===== config.mk =====
export PLATFORM = sky130hd
export DESIGN_NAME = spin_idle_gate
export DESIGN_NICKNAME = d
export VERILOG_FILES = /design/src/rtl/spin_idle_pkg.sv /design/src/rtl/spin_idle_decode.sv /design/src/rtl/spin_idle_repeat.sv /design/src/rtl/spin_idle_ctrl.sv /design/src/rtl/spin_idle_gate.sv
export SDC_FILE = /design/constraint.sdc
export NUM_CORES = 1
export LEC_CHECK = 0
export BUFFER_PORTS_ARGS = -buffer_cell sky130_fd_sc_hd__buf_4
export CAP_MARGIN = 40
export CORE_MARGIN = 2
export CORE_UTILIZATION = 55
export CTS_BUF_LIST = sky130_fd_sc_hd__clkbuf_4 sky130_fd_sc_hd__clkbuf_8
export DETAILED_ROUTE_END_ITERATION = 8
export GPL_TIMING_DRIVEN = 0
export PLACE_DENSITY = 0.8
export SKIP_CTS_REPAIR_TIMING = 1
export SYNTH_ARGS = -nofsm -noshare
export SYNTH_HDL_FRONTEND = slang
export SYNTH_SLANG_ARGS = --single-unit

===== constraint.sdc =====
create_clock -name clk -period 2.3 [get_ports clk]
set_input_delay 0.345 -clock clk [delete_from_list [all_inputs] [get_ports clk]]
set_output_delay 0.345 -clock clk [all_outputs]
set_load 0.005 [all_outputs]

===== src/rtl/spin_idle_pkg.sv =====
package spin_idle_pkg;

   localparam int ILEN = 32;
   localparam int RVC_LEN = 16;

   typedef enum logic [1:0] {
      LOOP_NONE     = 2'd0,
      LOOP_JAL_X0   = 2'd1,
      LOOP_JAL_LINK = 2'd2,
      LOOP_BRANCH   = 2'd3
   } loop_kind_e;

   localparam logic [6:0] OPC_JAL    = 7'b1101111;
   localparam logic [6:0] OPC_BRANCH = 7'b1100011;
   localparam logic [6:0] OPC_OP     = 7'b0110011;
   localparam logic [6:0] OPC_OPIMM  = 7'b0010011;
   localparam logic [6:0] OPC_LUI    = 7'b0110111;
   localparam logic [6:0] OPC_AUIPC  = 7'b0010111;

   localparam logic [RVC_LEN-1:0] RVC_J_SELF = 16'hA001;

endpackage


===== src/rtl/spin_idle_decode.sv =====
module spin_idle_decode
   import spin_idle_pkg::*;
#(
   parameter bit ENABLE_RVC = 1'b1
) (
   input  logic [ILEN-1:0] insn,
   input  logic            is_rvc,
   output loop_kind_e      kind,
   output logic            x0_nop
);

   logic [6:0] opc;
   logic [4:0] rd_f;
   logic       opc_alu;
   loop_kind_e kind_w;
   loop_kind_e kind_c;

   assign opc  = insn[6:0];
   assign rd_f = insn[11:7];

   // full-width self-loop classification
   always_comb begin
      kind_w = LOOP_NONE;
      if (opc == OPC_JAL && insn[31:12] == 20'd0) begin
         kind_w = (rd_f == 5'd0) ? LOOP_JAL_X0 : LOOP_JAL_LINK;
      end else if (opc == OPC_BRANCH && insn[31:25] == 7'd0 && rd_f == 5'd0) begin
         kind_w = LOOP_BRANCH;
      end
   end

   // compressed variant chosen at elaboration
   generate
      if (ENABLE_RVC) begin : g_rvc
         always_comb begin
            kind_c = LOOP_NONE;
            if (insn[RVC_LEN-1:0] == RVC_J_SELF) begin
               kind_c = LOOP_JAL_X0;
            end else if (insn[1:0] == 2'b01 && insn[15:14] == 2'b11 &&
                         insn[12:10] == 3'd0 && insn[6:2] == 5'd0) begin
               kind_c = LOOP_BRANCH;
            end
         end
      end else begin : g_no_rvc
         assign kind_c = LOOP_NONE;
      end
   endgenerate

   assign kind = is_rvc ? kind_c : kind_w;

   always_comb begin
      case (opc)
         OPC_OP, OPC_OPIMM, OPC_LUI, OPC_AUIPC: opc_alu = 1'b1;
         default:                               opc_alu = 1'b0;
      endcase
   end

   assign x0_nop = !is_rvc && opc_alu && (rd_f == 5'd0);

endmodule


===== src/rtl/spin_idle_repeat.sv =====
module spin_idle_repeat
   import spin_idle_pkg::*;
#(
   parameter int PC_W = 32
) (
   input  logic            clk,
   input  logic            rst,
   input  logic            valid,
   input  logic [PC_W-1:0] pc,
   input  logic [ILEN-1:0] insn,
   input  logic            is_rvc,
   output logic            same
);

   localparam int KEY_W = ILEN + 1;

   logic [KEY_W-1:0] key;
   logic [KEY_W-1:0] key_q;
   logic [PC_W-1:0]  pc_q;
   logic             have_q;

   // compressed words compare on their low half only
   assign key = is_rvc ? {1'b1, {(ILEN-RVC_LEN){1'b0}}, insn[RVC_LEN-1:0]}
                       : {1'b0, insn};

   always_ff @(posedge clk) begin
      if (rst) begin
         key_q  <= '0;
         pc_q   <= '0;
         have_q <= 1'b0;
      end else if (valid) begin
         key_q  <= key;
         pc_q   <= pc;
         have_q <= 1'b1;
      end
   end

   assign same = have_q && (pc == pc_q) && (key == key_q);

endmodule


===== src/rtl/spin_idle_ctrl.sv =====
module spin_idle_ctrl
   import spin_idle_pkg::*;
(
   input  logic       clk,
   input  logic       rst,
   input  logic       valid,
   input  loop_kind_e kind,
   input  logic       x0_nop,
   input  logic       same,
   input  logic       taken,
   input  logic       wdog_en,
   input  logic       irq_pend,
   output logic       nop_hint,
   output logic       idle_loop,
   output logic       gate_req,
   output logic       trap_req
);

   logic hit;
   logic idle_q;
   logic nop_q;
   logic trap_q;

   always_comb begin
      case (kind)
         LOOP_JAL_X0:   hit = valid;
         LOOP_JAL_LINK: hit = valid && same;
         LOOP_BRANCH:   hit = valid && taken;
         default:       hit = 1'b0;
      endcase
   end

   always_ff @(posedge clk) begin
      if (rst) begin
         idle_q <= 1'b0;
         nop_q  <= 1'b0;
         trap_q <= 1'b0;
      end else begin
         nop_q  <= valid && x0_nop;
         trap_q <= hit && wdog_en;
         if (irq_pend) begin
            idle_q <= 1'b0;
         end else if (valid) begin
            idle_q <= hit && !wdog_en;
         end
      end
   end

   assign nop_hint  = nop_q;
   assign idle_loop = idle_q;
   assign gate_req  = idle_q;
   assign trap_req  = trap_q;

endmodule


===== src/rtl/spin_idle_gate.sv =====
module spin_idle_gate
   import spin_idle_pkg::*;
#(
   parameter int PC_W       = 32,
   parameter bit ENABLE_RVC = 1'b1
) (
   input  logic            clk,
   input  logic            rst,
   input  logic            ret_valid,
   input  logic [PC_W-1:0] ret_pc,
   input  logic [31:0]     ret_insn,
   input  logic            ret_is_rvc,
   input  logic            ret_taken,
   input  logic            wdog_en,
   input  logic            irq_pend,
   output logic            nop_hint,
   output logic            idle_loop,
   output logic            gate_req,
   output logic            trap_req
);

   generate
      if (PC_W < 16 || PC_W > 64) begin : g_bad_pc_w
         $error("spin_idle_gate: PC_W must lie in 16..64");
      end
   endgenerate

   loop_kind_e kind;
   logic       x0_nop;
   logic       same;

   spin_idle_decode #(.ENABLE_RVC(ENABLE_RVC)) u_decode (
      .insn   (ret_insn),
      .is_rvc (ret_is_rvc),
      .kind   (kind),
      .x0_nop (x0_nop)
   );

   spin_idle_repeat #(.PC_W(PC_W)) u_repeat (
      .clk    (clk),
      .rst    (rst),
      .valid  (ret_valid),
      .pc     (ret_pc),
      .insn   (ret_insn),
      .is_rvc (ret_is_rvc),
      .same   (same)
   );

   spin_idle_ctrl u_ctrl (
      .clk       (clk),
      .rst       (rst),
      .valid     (ret_valid),
      .kind      (kind),
      .x0_nop    (x0_nop),
      .same      (same),
      .taken     (ret_taken),
      .wdog_en   (wdog_en),
      .irq_pend  (irq_pend),
      .nop_hint  (nop_hint),
      .idle_loop (idle_loop),
      .gate_req  (gate_req),
      .trap_req  (trap_req)
   );

endmodule


==> impl_metrics.toml <==
[finish]
fin_area_um2 = 4420
area_growth_pct = 24.8
nets = 550
fill_cells = 525
drive_gt1_share_pct = 21.1
antenna_cells = 0
fin_cells = 561

[global_routing]
grt_pass1_wl_mm = 14.7
antenna_found_initial = 0
track_usage_pct = 26.3
grt_overflow = 0
grt_max_degree = 12
grt_pass1_vias = 3148

[routing]
vias_per_cell = 5.66
wirelength_mm = 9.23
dr.first_iter.drc_count = 147
vias = 3173
antenna_left = 0
wl_per_cell_um = 16.5
drt_pass1_iterations = 4
drc_errors = 0

[placement]
place_area_um2 = 4190
dp_cells = 545
place_congestion = 0.918
place_hpwl_mm = 6.82
io_buffers = 74

[power_and_ir_drop]
p_int_mw = 1.95
p_leak_nw = 1.85
power_density_nw_per_um2 = 612
power.switching_uw = 752
power_mw = 2.70
seqPwrFrac_pct = 48.2
vdd_drop_max_v = 0.000493
pwr-share-comb_pct = 17.5
p_sw_share_pct = 27.8
p_clk_share_pct = 34.3

[critical_path]
start_kind = "flip-flop"
crit_buf_inv = 0
crit_family = "simple AND/OR/NAND/NOR gates"
crit_start = "u_repeat.key_q[6]$_SDFFE_PP0P_"
cp_max_fo = 2
crit_path_top_delay_cell = "or4_4"
worst-path-stages = 6
r2r_start = "u_repeat.key_q[6]$_SDFFE_PP0P_"
cp_data_required_time_ns = 2.58
max_stage_delay_ns = 0.57
end_kind = "flip-flop"
cp_cell_sequence = "xor2_2 -> a2111oi_4 -> nand4_1 -> or4_4 -> or4_4 -> a21oi_2"
worstPathArrival_ns = 2.57
timing.rr.end = "u_ctrl.gate_req$_SDFFE_PP0P_"
r2r_cells = 6
r2r_slack_ns = 0.01
endpoint = "u_ctrl.gate_req$_SDFFE_PP0P_"
path_class = "flip-flop to flip-flop"
critPathMostFrequentCell = "or4_4"

[floorplan]
initial_core_util_pct = 56.4
die-width_um = 84.2
ios = 75
die_h_um = 84.2
coreArea_um2 = 6280
fp-row-count = 29
die_area_um2 = 7100

[yosys]
synth_warnings = 0
seq_area_frac_synth_pct = 39.0
ys_ff_latch = 69
postSynthCellCount = 394
syn_nets = 465
yosys-top-cells-area = "dfxtp_1, mux2i_1, nor2_1"
synth.largest_area_cell = "dfxtp_1"
synth_area_um2 = 3540
synth_area_per_cell_um2 = 8.99
yosysUniqueCellTypes = 39
yosysTopAreaCellShare_pct = 39.0

[clocking]
clk_path_buf_depth = 2
root_buffer = "clkbuf_8"
path_clk_slew_ns = 0.08
cts_buffers = 9
cts_sinks = 69
cts_tree = "done"
clock_latency_ns = 0.34
htreeDepth = 3

[timing]
min_period_ns = 2.29
fin_skew_ns = 0.00746
holdWs_ns = 0.242
fmax_ghz = 0.437
tightest_slew_ns = 0.859
slew_viol_final = 0
finalSetupViolations = 0
final.period_utilization_pct = 99.5
slew_headroom_pct = 42.8
finalHoldViolCount = 0

[run_status]
status = "completed"

[min_path]
hp-class = "input pin to flip-flop"

[flow_run]
maxCapViolations = 0
==> tightest hold or removal path, stage by stage <==
cell and delay [ns]:
buf_4 0.09, mux2i_1 0.06, nor2_1 0.07
==> cell families after synthesis <==
family	count (synthesis)	synth area share, %
AOI/OAI and AO/OA	43	8.09
xor gates and xnor gates	53	13.1
buffers and inverters	24	2.65
DFF	69	39.0
muxes	50	14.1
and+or+nand+nor	155	23.0
==> how the worst min path moves through the flow <==
stage,from,endpoint,depth (start not counted)
2_1_floorplan,u_repeat.have_q$_SDFFE_PP0P_,u_repeat.have_q$_SDFFE_PP0P_,2
3_3_place_gp,u_repeat.have_q$_SDFFE_PP0P_,u_repeat.have_q$_SDFFE_PP0P_,2
3_5_place_dp,u_repeat.have_q$_SDFFE_PP0P_,u_repeat.have_q$_SDFFE_PP0P_,2
4_1_cts,wdog_en,u_ctrl.trap_req$_SDFF_PP0_,3
5_1_grt,ret_pc[2],u_repeat.pc_q[2]$_SDFFE_PP0P_,3
6_report,ret_pc[2],u_repeat.pc_q[2]$_SDFFE_PP0P_,3
==> flip-flops by register name (all words and copies together) (netlist names) <==
name / cells
u_ctrl.gate_req: 1
u_ctrl.nop_hint: 1
u_repeat.key_q: 33
u_ctrl.trap_req: 1
u_repeat.pc_q: 32
u_repeat.have_q: 1
==> Yosys cell counts <==
library cell,n
a2111oi_4,1
buf_1,6
nor2b_1,12
nor3b_1,2
nor2_1,77
o21ai_0,6
buf_4,1
nand2_1,3
nor4b_1,4
and2_1,2
a31oi_1,5
and4_1,1
nor4bb_1,6
a2111oi_0,2
nand3_1,5
mux2i_1,50
nor3_1,4
o32ai_1,3
inv_1,4
xnor2_1,32
o2111ai_1,1
nand3b_1,5
or3b_2,1
nand2b_1,11
a21o_1,1
or4_1,2
a41oi_1,1
a211o_1,1
a21oi_1,19
nor4_1,7
or3_1,1
a211oi_1,1
clkbuf_1,13
nand4_1,11
nand2b_4,1
xor2_1,21
o2111a_1,1
o22ai_1,1
dfxtp_1,69
==> placed cells by master, fill, tap and decap left out, types with 2 or more instances in the layout <==
master / count
a2111oi_4: 2
a21oi_1: 17
buf_4: 75
or4_4: 2
and2_1: 2
nor2b_1: 12
nor3_1: 4
nor4b_1: 4
nand3_1: 5
o32ai_1: 3
nor3b_1: 2
xnor2_1: 32
nor4bb_1: 6
nand2_1: 3
nand3b_1: 5
clkbuf_1: 12
mux2i_1: 50
nand2b_1: 11
inv_1: 4
a31oi_1: 5
buf_1: 6
dfxtp_1: 68
a21oi_2: 2
clkinv_2: 3
o21ai_0: 6
clkbuf_8: 11
nor4_1: 7
nor2_1: 77
xor2_1: 20
nand4_1: 11
==> layout make-up <==
cell class / count / area [um2] / share of cell area (%)
plain buffers: 20 / 80.1 / 1.81
repair buffers: 74 / 556 / 12.6
flip-flops and latches: 69 / 1380 / 31.3
well taps: 77 / 96.3 / 2.18
inverters: 4 / 15.0 / 0.340
clock inverters: 4 / 22.5 / 0.510
multi-input cells: 301 / 2110 / 47.7
clock buffers: 12 / 159 / 3.60
==> layer usage <==
layer | global-route usage, % | wire length, um
met1 | 31.8 | 3810
met2 | 44.0 | 4530
met3 | 5.01 | 595
met4 | 14.2 | 295
met5 | 0 | 0
==> stage by stage <==
stage               util [%]  setup TNS [ns]  worst slack, ns
CTS                     69.7          -0.113          -0.0580
finish                  70.4               0           0.0124
global route            70.4         -0.0625          -0.0371
floorplan                  -               0            0.169
global placement        66.8          -0.629           -0.194
detailed placement      66.8           -1.16           -0.215
==> power groups by stage <==
stage | clock (mW) | sequential (mW) | combinational, mW
floorplan | 0 | 1.32 | 0.262
global placement | 0 | 1.32 | 0.449
detailed placement | 0 | 1.33 | 0.459
CTS | 0.926 | 1.30 | 0.463
global route | 0.970 | 1.31 | 0.519
finish | 0.927 | 1.30 | 0.474
Power figures use the tool's default switching activity.
